==> src/rtl/ccdseq_pkg.sv <==
package ccdseq_pkg;

  typedef enum logic [3:0] {
    S_IDLE,
    S_VONE,
    S_VTWO,
    S_HOLDA,
    S_GAPA,
    S_XFER,
    S_SETTLE,
    S_SETUP,
    S_SHIFT
  } seqState_t;

  // Strobes and levels from the control FSM to the datapath.
  typedef struct packed {
    logic v1;
    logic v2;
    logic h1a;
    logic h1b;
    logic xg;
    logic shiftEn;
    logic dps;
    logic lineStep;
    logic frameStart;
  } seqCtl_t;

endpackage

==> src/rtl/ccdseq_ctrl.sv <==
module ccdseq_ctrl
  import ccdseq_pkg::*;
#(
  parameter int V_PULSE    = 2000,
  parameter int V2_TO_H1A  = 500,
  parameter int H1A_TO_XG  = 3000,
  parameter int XG_WIDTH   = 500,
  parameter int XG_TO_V    = 500,
  parameter int H_SETUP    = 500
) (
  input  logic    clk,
  input  logic    rst,
  input  logic    startReq,
  input  logic    modeSel,
  input  logic    pixDone,
  input  logic    lastLine,
  output seqCtl_t ctl,
  output logic    busy
);

  function automatic int maxOf(input int a, input int b);
    return (a > b) ? a : b;
  endfunction

  localparam int TMAX = maxOf(maxOf(maxOf(V_PULSE, V2_TO_H1A), maxOf(H1A_TO_XG, XG_WIDTH)),
                              maxOf(XG_TO_V, H_SETUP));
  localparam int TW   = $clog2(TMAX + 1);

  localparam logic [TW-1:0] LD_V     = TW'(V_PULSE - 1);
  localparam logic [TW-1:0] LD_HOLD  = TW'(V2_TO_H1A - 1);
  localparam logic [TW-1:0] LD_GAP   = TW'(H1A_TO_XG - 1);
  localparam logic [TW-1:0] LD_XG    = TW'(XG_WIDTH - 1);
  localparam logic [TW-1:0] LD_SETL  = TW'(XG_TO_V - 1);
  localparam logic [TW-1:0] LD_SETUP = TW'(H_SETUP - 1);

  seqState_t st, stN;
  logic [TW-1:0] tmr, tmrN;
  logic dpsQ, dpsN;
  logic secondQ, secondN;
  logic tmrZero;
  logic frameStart, lineStep;

  assign tmrZero = (tmr == '0);

  always_comb begin
    stN        = st;
    tmrN       = tmrZero ? '0 : tmr - TW'(1);
    dpsN       = dpsQ;
    secondN    = secondQ;
    frameStart = 1'b0;
    lineStep   = 1'b0;
    unique case (st)
      S_IDLE: if (startReq) begin
        stN        = S_VONE;
        tmrN       = LD_V;
        dpsN       = modeSel;
        secondN    = 1'b0;
        frameStart = 1'b1;
      end
      S_VONE: if (tmrZero) begin
        stN  = S_VTWO;
        tmrN = LD_V;
      end
      S_VTWO: if (tmrZero) begin
        if (dpsQ && !secondQ) begin
          stN  = S_HOLDA;
          tmrN = LD_HOLD;
        end else begin
          stN  = S_SETUP;
          tmrN = LD_SETUP;
        end
      end
      S_HOLDA: if (tmrZero) begin
        stN  = S_GAPA;
        tmrN = LD_GAP;
      end
      S_GAPA: if (tmrZero) begin
        stN  = S_XFER;
        tmrN = LD_XG;
      end
      S_XFER: if (tmrZero) begin
        stN  = S_SETTLE;
        tmrN = LD_SETL;
      end
      S_SETTLE: if (tmrZero) begin
        stN     = S_VONE;
        tmrN    = LD_V;
        secondN = 1'b1;
      end
      S_SETUP: if (tmrZero) begin
        stN = S_SHIFT;
      end
      S_SHIFT: if (pixDone) begin
        lineStep = 1'b1;
        secondN  = 1'b0;
        if (lastLine) begin
          stN = S_IDLE;
        end else begin
          stN  = S_VONE;
          tmrN = LD_V;
        end
      end
      default: stN = S_IDLE;
    endcase
  end

  always_ff @(posedge clk) begin
    if (rst) begin
      st      <= S_IDLE;
      tmr     <= '0;
      dpsQ    <= 1'b0;
      secondQ <= 1'b0;
    end else begin
      st      <= stN;
      tmr     <= tmrN;
      dpsQ    <= dpsN;
      secondQ <= secondN;
    end
  end

  always_comb begin
    ctl            = '0;
    ctl.v1         = (st == S_VONE);
    ctl.v2         = (st == S_VTWO);
    ctl.h1a        = (st == S_VTWO) || (st == S_HOLDA) || (st == S_SETUP);
    ctl.h1b        = (st == S_XFER) || ((st == S_SETUP) && dpsQ);
    ctl.xg         = (st == S_XFER);
    ctl.shiftEn    = (st == S_SHIFT);
    ctl.dps        = dpsQ;
    ctl.lineStep   = lineStep;
    ctl.frameStart = frameStart;
  end

  assign busy = (st != S_IDLE);

  AST_V2FALL_H1A_HIGH: assert property (@(posedge clk) disable iff (rst)
    ($past(st) == S_VTWO && st != S_VTWO) |-> ctl.h1a);

  AST_XG_SPLIT_LOW: assert property (@(posedge clk) disable iff (rst)
    (busy && !dpsQ) |-> !ctl.xg);

  AST_BUSY_FROM_START: assert property (@(posedge clk) disable iff (rst)
    $rose(busy) |-> $past(startReq));

  AST_MODE_HELD: assert property (@(posedge clk) disable iff (rst)
    (busy && $past(busy)) |-> $stable(dpsQ));

endmodule

==> src/rtl/ccdseq_dpath.sv <==
module ccdseq_dpath
  import ccdseq_pkg::*;
#(
  parameter int PIXELS = 4152,
  parameter int LINES  = 6220
) (
  input  logic    clk,
  input  logic    rst,
  input  logic    pixEn,
  input  seqCtl_t ctl,
  output logic    pixDone,
  output logic    lastLine,
  output logic    v1,
  output logic    v2,
  output logic    h1a,
  output logic    h1b,
  output logic    h1Last,
  output logic    h2,
  output logic    xg,
  output logic    rg,
  output logic    sampleStb
);

  localparam int PW = $clog2(PIXELS + 1);
  localparam int LW = $clog2(LINES + 1);
  localparam logic [PW-1:0] PIX_LAST  = PW'(PIXELS - 1);
  localparam logic [LW-1:0] LAST_SPLIT = LW'(LINES - 1);
  localparam logic [LW-1:0] LAST_PAIR  = LW'(LINES / 2 - 1);

  logic          phase;     // 0: first half (H1 high), 1: second half (H2 high)
  logic [PW-1:0] pixCnt;
  logic [LW-1:0] lineCnt;
  logic          stbQ;

  assign pixDone  = ctl.shiftEn && pixEn && phase && (pixCnt == PIX_LAST);
  assign lastLine = (lineCnt == (ctl.dps ? LAST_PAIR : LAST_SPLIT));

  always_ff @(posedge clk) begin
    if (rst) begin
      phase  <= 1'b0;
      pixCnt <= '0;
    end else if (!ctl.shiftEn) begin
      phase  <= 1'b0;
      pixCnt <= '0;
    end else if (pixEn) begin
      phase <= ~phase;
      if (phase) begin
        pixCnt <= (pixCnt == PIX_LAST) ? '0 : pixCnt + PW'(1);
      end
    end
  end

  always_ff @(posedge clk) begin
    if (rst || ctl.frameStart) begin
      lineCnt <= '0;
    end else if (ctl.lineStep) begin
      lineCnt <= lineCnt + LW'(1);
    end
  end

  always_ff @(posedge clk) begin
    if (rst) begin
      stbQ <= 1'b0;
    end else begin
      stbQ <= ctl.shiftEn && pixEn && !phase;
    end
  end

  assign v1        = ctl.v1;
  assign v2        = ctl.v2;
  assign xg        = ctl.xg;
  assign h1a       = ctl.shiftEn ? ~phase : ctl.h1a;
  assign h1b       = ctl.shiftEn ? (ctl.dps & ~phase) : ctl.h1b;
  assign h1Last    = ctl.shiftEn & ~phase;
  assign h2        = ctl.shiftEn & phase;
  assign rg        = ctl.shiftEn & ~phase;
  assign sampleStb = stbQ;

  AST_STROBE_AFTER_FALL: assert property (@(posedge clk) disable iff (rst)
    sampleStb |-> (!h1Last && $past(h1Last)));

  AST_PIX_BOUND: assert property (@(posedge clk) disable iff (rst)
    pixCnt < PW'(PIXELS));

  AST_HOLD_NO_ENABLE: assert property (@(posedge clk) disable iff (rst)
    (ctl.shiftEn && !pixEn) |=> $stable(h2));

endmodule

==> src/rtl/ccd_line_sequencer.sv <==
module ccd_line_sequencer
  import ccdseq_pkg::*;
#(
  parameter int PIXELS    = 4152,
  parameter int LINES     = 6220,
  parameter int V_PULSE   = 2000,
  parameter int V2_TO_H1A = 500,
  parameter int H1A_TO_XG = 3000,
  parameter int XG_WIDTH  = 500,
  parameter int XG_TO_V   = 500,
  parameter int H_SETUP   = 500
) (
  input  logic clk,
  input  logic rst,
  input  logic startReq,
  input  logic modeSel,
  input  logic pixEn,
  output logic v1,
  output logic v2,
  output logic h1a,
  output logic h1b,
  output logic h1Last,
  output logic h2,
  output logic xg,
  output logic rg,
  output logic sampleStb,
  output logic busy
);

  seqCtl_t ctl;
  logic    pixDone;
  logic    lastLine;

  ccdseq_ctrl #(
    .V_PULSE  (V_PULSE),
    .V2_TO_H1A(V2_TO_H1A),
    .H1A_TO_XG(H1A_TO_XG),
    .XG_WIDTH (XG_WIDTH),
    .XG_TO_V  (XG_TO_V),
    .H_SETUP  (H_SETUP)
  ) uCtrl (
    .clk     (clk),
    .rst     (rst),
    .startReq(startReq),
    .modeSel (modeSel),
    .pixDone (pixDone),
    .lastLine(lastLine),
    .ctl     (ctl),
    .busy    (busy)
  );

  ccdseq_dpath #(
    .PIXELS(PIXELS),
    .LINES (LINES)
  ) uDpath (
    .clk      (clk),
    .rst      (rst),
    .pixEn    (pixEn),
    .ctl      (ctl),
    .pixDone  (pixDone),
    .lastLine (lastLine),
    .v1       (v1),
    .v2       (v2),
    .h1a      (h1a),
    .h1b      (h1b),
    .h1Last   (h1Last),
    .h2       (h2),
    .xg       (xg),
    .rg       (rg),
    .sampleStb(sampleStb)
  );

  AST_V_NO_OVERLAP: assert property (@(posedge clk) disable iff (rst)
    v1 |=> !(v1 && v2));

endmodule

==> config.mk <==
export PLATFORM = sky130hd
export DESIGN_NAME = ccd_line_sequencer
export DESIGN_NICKNAME = d
export VERILOG_FILES = /design/src/rtl/ccdseq_pkg.sv /design/src/rtl/ccdseq_ctrl.sv /design/src/rtl/ccdseq_dpath.sv /design/src/rtl/ccd_line_sequencer.sv
export SDC_FILE = /design/constraint.sdc
export NUM_CORES = 1
export LEC_CHECK = 0
export BUFFER_PORTS_ARGS = -buffer_cell sky130_fd_sc_hd__clkbuf_2
export CAP_MARGIN = 20
export CORE_MARGIN = 1
export CORE_UTILIZATION = 65
export DETAILED_ROUTE_END_ITERATION = 12
export GPL_ROUTABILITY_DRIVEN = 0
export MAX_ROUTING_LAYER = met4
export PLACE_DENSITY = 0.95
export SLEW_MARGIN = 20
export SYNTH_ARGS = -nofsm -noshare
export SYNTH_HDL_FRONTEND = slang
export SYNTH_SLANG_ARGS = --single-unit
==> constraint.sdc <==
create_clock -name clk -period 6.65 [get_ports clk]
set_clock_uncertainty 0.2 [all_clocks]
set_input_delay 1.33 -clock clk [delete_from_list [all_inputs] [get_ports clk]]
set_output_delay 1.33 -clock clk [all_outputs]
set_load 0.02 [all_outputs]
* Yosys cells after proc, flatten, opt, wreduce, memory -nomap -nowiden
Index checks and enable logic that the tools add are counted.
** Word-level totals
- Register bits :: 46
- Logic and storage cells :: 90
- Output and inout port bits :: 10
- Input port bits :: 5
** Operators by class
- $add $sub $neg :: 3
- Equality and inequality tests :: 19
- Bitwise logic cells :: 5
- Reduce and logical (&&, ||, !) cells :: 23
- Muxes and demuxes :: 32
** Operators with widths (count)
- 2-to-1 mux 12 bit :: 7
- case mux 12 bit (5 select lines) :: 1
- 2-to-1 mux 4 bit :: 9
- case mux 4 bit (9 select lines) :: 1
- adder 13 x 1 -> 13 bit (second input constant) :: 2
- 2-to-1 mux 13 bit :: 2
- equality test 4 x 3 -> 1 bit (second input constant) :: 4
- != test 2 x 1 -> 1 bit (second input constant) :: 7
- equality test 13 bit :: 1
- equality test 13 bit (second input constant) :: 1
- zero test 12 bit :: 1
- subtractor 12 x 1 -> 12 bit (second input constant) :: 1
- 2-to-1 mux 1 bit :: 10
- AND reduction 9 bit :: 1
- equality test 4 x 2 -> 1 bit (second input constant) :: 2
- logical AND 1 bit :: 6
- equality test 4 x 1 -> 1 bit (second input constant) :: 1
- equality test 4 bit (second input constant) :: 1
- zero test 4 bit :: 1
- logical OR 1 bit :: 4
- != test 2 bit (second input constant) :: 2
- AND reduction 2 bit :: 2
- AND reduction 4 bit :: 1
- nonzero test 4 bit :: 1
- other kinds (8) :: 13

* Depth between registers and ports, before layout
Gate-level depths: netlist (run 1).
- Word-level depth :: 6
- Gate-level depth with buffers :: 9
- Depth with buffers taken out :: 7

* Cells and area by module
A second synthesis (run 1) with hierarchy kept.
** Unflattened totals
- Cell total of the unflattened synthesis :: 334
- Area, all modules :: 2810.2 µm²
** By module, submodules not included
- ccdseq_dpath :: times used 1, area each 1448.9 µm², cells each 166, seq. area each 560.5 µm²
- ccdseq_ctrl :: times used 1, area each 1361.3 µm², cells each 168, seq. area each 360.3 µm²

* Least setup slack after synthesis (run 1)
No wires, ideal clock.
- Kind :: register to output
- Start point :: reg uCtrl.st[0]
- End point :: out rg
- Required time :: 5.120 ns
- Arrival :: 1.617 ns
- Cell stages (with the launch flop) :: 7
- Slack :: 3.503 ns
- Path buffers :: 3
- Cells stage by stage :: dfxtp_1 clkbuf_1 nor3_1 nand2_1 clkbuf_1 nor2_1 buf_4
** Between the ends
- Word-level cells in the longest chain between the ends :: 2
** Ends and longest elaborated chain
- from (decl) :: RTL line ccdseq_ctrl.sv:36 : seqState_t st, stN;
- from (signal assigned) :: RTL line ccdseq_ctrl.sv:114 : st <= stN;
- equality test 4 bit :: RTL line ccdseq_ctrl.sv:128 : ctl.shiftEn = (st == S_SHIFT);
- bitwise AND 1 bit
- to (decl) :: RTL line ccd_line_sequencer.sv:25 : output logic rg,
Every way passes these cells.

* Worst setup path in the final report (run 1)
- Start point :: reg uCtrl.st[3]
- End point :: out h1b
** Between the ends
- Word-level cells in the longest chain between the ends :: 4
- Elaborated cells on any way between the ends :: 6
** Ends and longest elaborated chain
- equality test 4 x 3 -> 1 bit :: RTL line ccdseq_ctrl.sv:126 : ctl.h1b = (st == S_XFER) || ((st == S_SETUP) && dpsQ);
- logical AND 1 bit :: RTL line ccdseq_ctrl.sv:126
- logical OR 1 bit :: RTL line ccdseq_ctrl.sv:126
- 2-to-1 mux 1 bit * :: RTL line ccdseq_dpath.sv:73 : assign h1b = ctl.shiftEn ? (ctl.dps & ~phase) : ctl.h1b;
- to (decl) :: RTL line ccd_line_sequencer.sv:21 : output logic h1b,
Mark *: on every way between the ends. The rest lies on a longest branch, timed or not.

==> results of run 1 <==
cells by family after synthesis:
| group | Yosys count | synth area share, % |
|---|---|---|
| buffers and inverters | 29 | 4.92 |
| xor gates and xnor gates | 33 | 11.0 |
| adders and majority gates | 4 | 1.91 |
| and+or+nand+nor | 155 | 30.6 |
| DFF | 46 | 35.1 |
| muxes | 4 | 1.53 |
| AOI/OAI and AO/OA | 51 | 14.9 |
flip-flops by register name (all words and copies together) (netlist names):
register          flops
uCtrl.dpsQ            1
uCtrl.secondQ         1
uCtrl.st              4
uCtrl.tmr            12
uDpath.lineCnt       13
uDpath.phase          1
uDpath.pixCnt        13
uDpath.sampleStb      1
cell type report:
cell class | count | area share, %
multi-input cells | 247 | 56.8
flip-flops and latches | 46 | 33.3
repair buffers | 15 | 2.81
clock buffers | 6 | 2.62
well taps | 48 | 2.17
clock inverters | 2 | 1.36
inverters | 7 | 0.950
how the worst max path moves through the flow:
| stage | from | endpoint | slack, ns | cells after the start |
|---|---|---|---|---|
| 2_1_floorplan | uCtrl.st[0]$_SDFFE_PP0P_ | rg | 3.50 | 6 |
| 3_5_place_dp | pixEn | uDpath.lineCnt[7]$_SDFFE_PP0P_ | 3.38 | 6 |
| 3_3_place_gp | uCtrl.st[3]$_SDFFE_PP0P_ | h1b | 3.45 | 4 |
| 4_1_cts | uCtrl.st[3]$_SDFFE_PP0P_ | h1b | 3.03 | 4 |
| 5_1_grt | uCtrl.st[3]$_SDFFE_PP0P_ | h1b | 2.91 | 4 |
| 6_report | uCtrl.st[3]$_SDFFE_PP0P_ | h1b | 3.02 | 4 |
power groups by stage:
| stage | sequential (W) | combinational, W | clock [W] |
|---|---|---|---|
| after floorplan | 0.000319 | 0.000177 | 0 |
| after global placement | 0.000332 | 0.000193 | 0 |
| after detailed placement | 0.000334 | 0.000199 | 0 |
| after CTS | 0.000327 | 0.000201 | 0.000217 |
| after global routing | 0.000333 | 0.000223 | 0.000229 |
| final | 0.000328 | 0.000202 | 0.000213 |
cell usage in the layout (no fill, tap or decap), types with 5 or more instances in the layout:
master,synthesis,layout
nor2_1,42,42
nor3_1,18,18
nand2b_1,7,7
nand2_1,29,29
dfxtp_1,46,46
clkbuf_8,0,5
o21ai_0,5,5
clkbuf_2,0,14
a21oi_1,15,15
xor2_1,11,11
inv_1,7,7
nor4_1,10,10
and3_1,8,8
xnor2_1,22,22
nand3_1,12,12
synthesized netlist by cell type (3+ instances only):
cell type  instances
a21oi_1           15
and3_1             8
and4_1             4
buf_2              4
clkbuf_1          14
dfxtp_1           46
ha_1               4
inv_1              7
mux2i_1            4
nand2_1           29
nand2b_1           7
nand3_1           12
nand4_1            3
nand4b_1           3
nor2_1            42
nor2b_1            3
nor3_1            18
nor4_1            10
nor4bb_1           3
o2111ai_1          3
o21ai_0            5
o31ai_1            3
or3_1              4
xnor2_1           22
xor2_1            11
metal layers:
layer	share of wire [%]	vias to the layer above	track usage (%)	wire (um)
li1	-	1147	-	-
met1	42	1090	38.6	2440
met2	48	110	48.7	2780
met3	7.2	12	7.81	414
met4	2.0	0	12.5	116
met5	0	-	-	0
stage by stage:
step / hold slack (ns) / setup WS (ns) / instances
floorplan: 0.253 / 3.50 / 322
global placement: 0.267 / 3.45 / 363
detailed placement: 0.286 / 3.38 / 363
CTS: 0.302 / 3.03 / 371
global route: 0.317 / 2.91 / 371
finish: 0.302 / 3.02 / 371
worst max-delay path, stage by stage, from the launching register on:
cell and delay (ns):
dfxtp_1 0.71, inv_1 0.26, or3_1 0.37, o31ai_1 0.23, clkbuf_2 0.21
==> summary.md, run 1 <==
| Metric | Value |
|---|---|
| Max_cap viols | `0` |
| Post-Synthesis Cells | `322` |
| Post-synth ARST share | `0%` |
| Setup TNS Final | `0 ns` |
| Vias in the first global route | `2168` |
| First-pass GRT wire length | `9.93 mm` |
| Combinational share of power | `27.2%` |
| Number of distinct library cells after synthesis | `51` |
| Post-CTS setup buffer count | `0` |
| DRT iter0 DRCs | `457` |
| Slew margin rel. | `59.9%` |
| Status | `completed` |
| DRT Pass-1 Iters | `6` |
| Antenna Cells | `0` |
| Largest area contributor in the netlist | `dfxtp_1` |
| R2R depth | `7` |
| Setup CP Type | `flip-flop to primary output` |
| CTS buffer count | `5` |
| Clock Tree Root | `clkbuf_8` |
| Worst-Margin Slew | `0.600 ns` |
| YS warnings | `0` |
| PnR Total Power | `0.000743 W` |
| FF+latch area | `921 um2` |
| Int Pwr | `0.000495 W` |
| Switching Power | `0.000248 W` |
| Placed Area | `0.00266 mm2` |
| Total grt overflow | `0` |
| Routed wire length | `5.75 mm` |
| Final instance area | `0.00277 mm2` |
| Nets@finish | `331` |
| End of the worst register-to-register path | `uCtrl.tmr[6]$_SDFF_PP0_` |
| Total die area | `0.00429 mm2` |
| Unrepaired setup endpoints after global routing | `no` |
| Crit path DAT | `2.10 ns` |
| Clk_lat worst skew | `0.31 ns` |
| Max Clock Freq | `276 MHz` |
| Antenna violations before repair | `0` |
| # rows | `22` |
| Reg-to-Reg Start | `uCtrl.tmr[0]$_SDFF_PP0_` |
| Maximum clock path buffer count | `2` |
| Fillers | `267` |
| Ys flop type | `dfxtp_1` |
| PwrDens | `269 mW/mm2` |
| Routed vias/inst | `6.36` |
| Hold Fails Final Rpt | `0` |
| Final Max Tran Viols | `0` |
| EDFF count, synth | `0` |
| Hold Startpoint | `uDpath.pixCnt[1]$_SDFFE_PP0P_` |
| Switch share | `33.4%` |
| Synth Register Bits | `46` |
| Post-CTS resize count | `0` |
| Syn nets | `331` |
| Initial Util | `69.5%` |
| Worst reg2reg setup slack | `3.87 ns` |
| Setup crit end kind | `primary output` |
| Layout cells sized above 1 | `9.91%` |
| Post-synthesis sequential area ratio | `35.1%` |
| Critical-path maximum fanout | `19` |
| Detailed-route via count | `2359` |
| Io pins | `15` |
| # DRC | `0` |
| Die width | `65.5 um` |
| Multi-input gate area | `0.00157 mm2` |
| CTS clk-pin slew, worst paths | `0.08 ns` |
| Worst Hold End | `uDpath.pixCnt[1]$_SDFFE_PP0P_` |
| Syn_area_per_cell | `8.14 um2` |
| Dpl hpwl | `3.97 mm` |
| Hold_buf cts | `0` |
| Leak Pwr | `0.939 nW` |
| CTS H-tree depth | `2` |
| Final Util | `73.3%` |
| Core area | `0.00377 mm2` |
| Pin count of the biggest net entering global routing | `25` |
| Hold crit path type | `flip-flop to flip-flop` |
| Register share of total power | `44.1%` |
| Antenna Violating Nets Remaining | `0` |
| Synth top area share | `35.1%` |
| Peak VDD IR | `0.195 mV` |
| Clock Sinks | `46` |
| Avg WL per Cell | `15.5 um` |
| Final setup violation count | `0` |
| Top post-synthesis cells by area | `dfxtp_1 (35%), xnor2_1 (7.4%), nor2_1 (6.0%), nand2_1 (4.2%), xor2_1 (3.7%)` |
| Gr usage total | `31.2%` |
| Fin crit period | `3.63 ns` |
| Area Growth Syn to Fin | `5.54%` |
| CTS tree | `built` |
| Mapped Area | `0.00262 mm2` |
| DIE HEIGHT | `65.5 um` |
| Final period utilization | `54.5%` |
| Hold depth | `2` |
| Critical path startpoint category | `flip-flop` |
| Port Buf Inserts | `14` |
| Clock Power Share | `28.6%` |
| WP data required | `5.12 ns` |
No activity file was read; power rests on OpenSTA's default activity.
==> run 2: changes to the inputs <==
--- a/config.mk
+++ b/config.mk
@@ -8,11 +8,11 @@
 export BUFFER_PORTS_ARGS = -buffer_cell sky130_fd_sc_hd__clkbuf_2
 export CAP_MARGIN = 20
 export CORE_MARGIN = 1
-export CORE_UTILIZATION = 65
+export CORE_UTILIZATION = 60
 export DETAILED_ROUTE_END_ITERATION = 12
 export GPL_ROUTABILITY_DRIVEN = 0
 export MAX_ROUTING_LAYER = met4
-export PLACE_DENSITY = 0.95
+export PLACE_DENSITY = 0.91
 export SLEW_MARGIN = 20
 export SYNTH_ARGS = -nofsm -noshare
 export SYNTH_HDL_FRONTEND = slang
==> constraint.sdc (replaced) <==
create_clock -name clk -period 3.43 [get_ports clk]
set_clock_uncertainty 0.2 [all_clocks]
set_input_delay 0.686 -clock clk [delete_from_list [all_inputs] [get_ports clk]]
set_output_delay 0.686 -clock clk [all_outputs]
set_load 0.02 [all_outputs]
==> summary.md, run 2 (synthesized netlist as in run 1, its figures left out) <==
| Metric | Value |
|---|---|
| Routed vias/inst | `5.99 (was 6.36)` |
| Setup TNS Final | `0 ns (unchanged)` |
| Crit path DAT | `1.89 ns (was 2.10 ns)` |
| Reg-to-Reg Start | `uCtrl.tmr[0]$_SDFF_PP0_ (unchanged)` |
| Core area | `0.00409 mm2 (was 0.00377 mm2)` |
| Dpl hpwl | `3.66 mm (was 3.97 mm)` |
| Status | `completed (unchanged)` |
| Placed cells | `366 (was 363)` |
| Port Buf Inserts | `14 (unchanged)` |
| Leak Pwr | `0.944 nW (was 0.939 nW)` |
| Layout cells sized above 1 | `10.2% (was 9.91%)` |
| Commonest non-fill, non-tap cell in the layout | `dfxtp_1 (unchanged)` |
| Io pins | `15 (unchanged)` |
| Max Clock Freq | `361 MHz` |
| Worst-Margin Slew | `0.593 ns (was 0.600 ns)` |
| Antenna Violating Nets Remaining | `0 (unchanged)` |
| Critical-path maximum fanout | `18 (was 19)` |
| DRT iter0 DRCs | `98 (was 457)` |
| Post-CTS setup buffer count | `0 (unchanged)` |
| Gr usage total | `26.6% (was 31.2%)` |
| Clock Tree Root | `clkbuf_8 (unchanged)` |
| Worst reg2reg setup slack | `0.69 ns (was 3.87 ns)` |
| Detailed-route via count | `2239 (was 2359)` |
| Avg WL per Cell | `14.0 um (was 15.5 um)` |
| Most frequent cells in the layout | `dfxtp_1 (46), nor2_1 (42), nand2_1 (29) (unchanged)` |
| Total grt overflow | `0 (unchanged)` |
| CTS H-tree depth | `2 (unchanged)` |
| Setup CP Type | `flip-flop to primary output (unchanged)` |
| Critical path startpoint category | `flip-flop (unchanged)` |
| Hold crit path type | `flip-flop to flip-flop (unchanged)` |
| # DRC | `0 (unchanged)` |
| End of the worst register-to-register path | `uCtrl.tmr[6]$_SDFF_PP0_ (unchanged)` |
| Maximum clock path buffer count | `2 (unchanged)` |
| DRT Pass-1 Iters | `4 (was 6)` |
| Slew margin rel. | `60.4% (was 59.9%)` |
| Multi-input gate area | `0.00157 mm2 (unchanged)` |
| Fin crit period | `2.77 ns` |
| Routed wire length | `5.25 mm (was 5.75 mm)` |
| Top flop regs | `uDpath.lineCnt x13, uDpath.pixCnt x13, uCtrl.tmr x12 (unchanged)` |
| Hold_buf cts | `0 (unchanged)` |
| Crit path launch | `uCtrl.st[0]$_SDFFE_PP0P_ (was uCtrl.st[3]$_SDFFE_PP0P_)` |
| # rows | `23 (was 22)` |
| First-pass GRT wire length | `8.96 mm (was 9.93 mm)` |
| Vias in the first global route | `2003 (was 2168)` |
| Post-CTS resize count | `0 (unchanged)` |
| R2R depth | `7 (unchanged)` |
| FF+latch area | `921 um2 (unchanged)` |
| CTS tree | `built (unchanged)` |
| Final period utilization | `80.8%` |
| Nets@finish | `332 (was 331)` |
| Antenna Cells | `0 (unchanged)` |
| Area Growth Syn to Fin | `5.92% (was 5.54%)` |
| Hold WS | `0.297 ns (was 0.302 ns)` |
| Pin count of the biggest net entering global routing | `25 (unchanged)` |
| WP data required | `2.54 ns (was 5.12 ns)` |
| Max_cap viols | `0 (unchanged)` |
| Unrepaired setup endpoints after global routing | `no (unchanged)` |
| Final setup violation count | `0 (unchanged)` |
| Setup crit end kind | `primary output (unchanged)` |
| Initial Util | `64.1% (was 69.5%)` |
| Die width | `68.1 um (was 65.5 um)` |
| Fillers | `318 (was 267)` |
| Peak VDD IR | `0.424 mV (was 0.195 mV)` |
| PwrDens | `516 mW/mm2 (was 269 mW/mm2)` |
| CTS buffer count | `5 (unchanged)` |
| CTS clk-pin slew, worst paths | `0.09 ns (was 0.08 ns)` |
| End of the critical path | `h1a (was h1b)` |
| Clock Sinks | `46 (unchanged)` |
| Total die area | `0.00463 mm2 (was 0.00429 mm2)` |
| DIE HEIGHT | `68.1 um (was 65.5 um)` |
| Post-Layout Cell Count | `374 (was 371)` |
| Clk_lat worst skew | `0.31 ns (about the same)` |
| Final Max Tran Viols | `0 (unchanged)` |
| Hold Fails Final Rpt | `0 (unchanged)` |
| Antenna violations before repair | `0 (unchanged)` |
## run 2: cell count changes in the layout (fill, tap and decap cells not counted)
cell,before,now
buf_4,1,2
## run 2: final cells by class
type | instances | area share (%)
multi-input cells | 247 | 56.6
flip-flops and latches | 46 | 33.2
repair buffers | 16 | 3.07
clock buffers | 6 | 2.61
well taps | 50 | 2.25
clock inverters | 2 | 1.35
inverters | 7 | 0.947
## run 2: critical path, stage by stage (launching register included)
cell and delay (ns):
dfxtp_1 0.51, nor3_1 0.34, nand2_1 0.31, o22ai_1 0.24
clkbuf_2 0.19
## run 2: power breakdown
| group | switching (W) | internal (W) | leakage (nW) | total (W) |
|---|---|---|---|---|
| clock network | 0.000188 | 0.000217 | 0.0514 | 0.000405 |
| registers | 0.0000625 | 0.000575 | 0.374 | 0.000637 |
| logic | 0.000222 | 0.000167 | 0.519 | 0.000389 |
## run 2: worst min-delay path by stage
| stage | startpoint | to | slack, ns | cells after the start |
|---|---|---|---|---|
| after floorplan | uDpath.pixCnt[1]$_SDFFE_PP0P_ | uDpath.pixCnt[1]$_SDFFE_PP0P_ | 0.25 | 2 |
| after global placement | uDpath.pixCnt[1]$_SDFFE_PP0P_ | uDpath.pixCnt[1]$_SDFFE_PP0P_ | 0.26 | 2 |
| after detailed placement | uDpath.pixCnt[1]$_SDFFE_PP0P_ | uDpath.pixCnt[1]$_SDFFE_PP0P_ | 0.28 | 2 |
| after CTS | uDpath.pixCnt[1]$_SDFFE_PP0P_ | uDpath.pixCnt[1]$_SDFFE_PP0P_ | 0.30 | 2 |
| after global routing | uDpath.pixCnt[1]$_SDFFE_PP0P_ | uDpath.pixCnt[1]$_SDFFE_PP0P_ | 0.33 | 2 |
| final | uDpath.pixCnt[1]$_SDFFE_PP0P_ | uDpath.pixCnt[1]$_SDFFE_PP0P_ | 0.30 | 2 |
## run 2: routing by layer
layer  part of all wire, %  track usage [%]  vias to the layer above
met1                    50             34.9                     1037
met3                   3.6             5.83                       14
met5                     0                -                        -
met4                   2.6             12.2                        0
li1                      -                -                     1148
met2                    44             38.6                       40
## run 2: metrics by stage
step	util (%)	instance area (um2)	worst slack [ns]	total power, W
2_1_floorplan	-	2620	0.927	0.000963
3_3_place_gp	65.2	2670	0.827	0.00102
3_5_place_dp	65.2	2670	0.708	0.00103
4_1_cts	67.9	2780	0.676	0.00143
5_1_grt	67.9	2780	0.424	0.00151
6_report	67.9	2780	0.658	0.00143
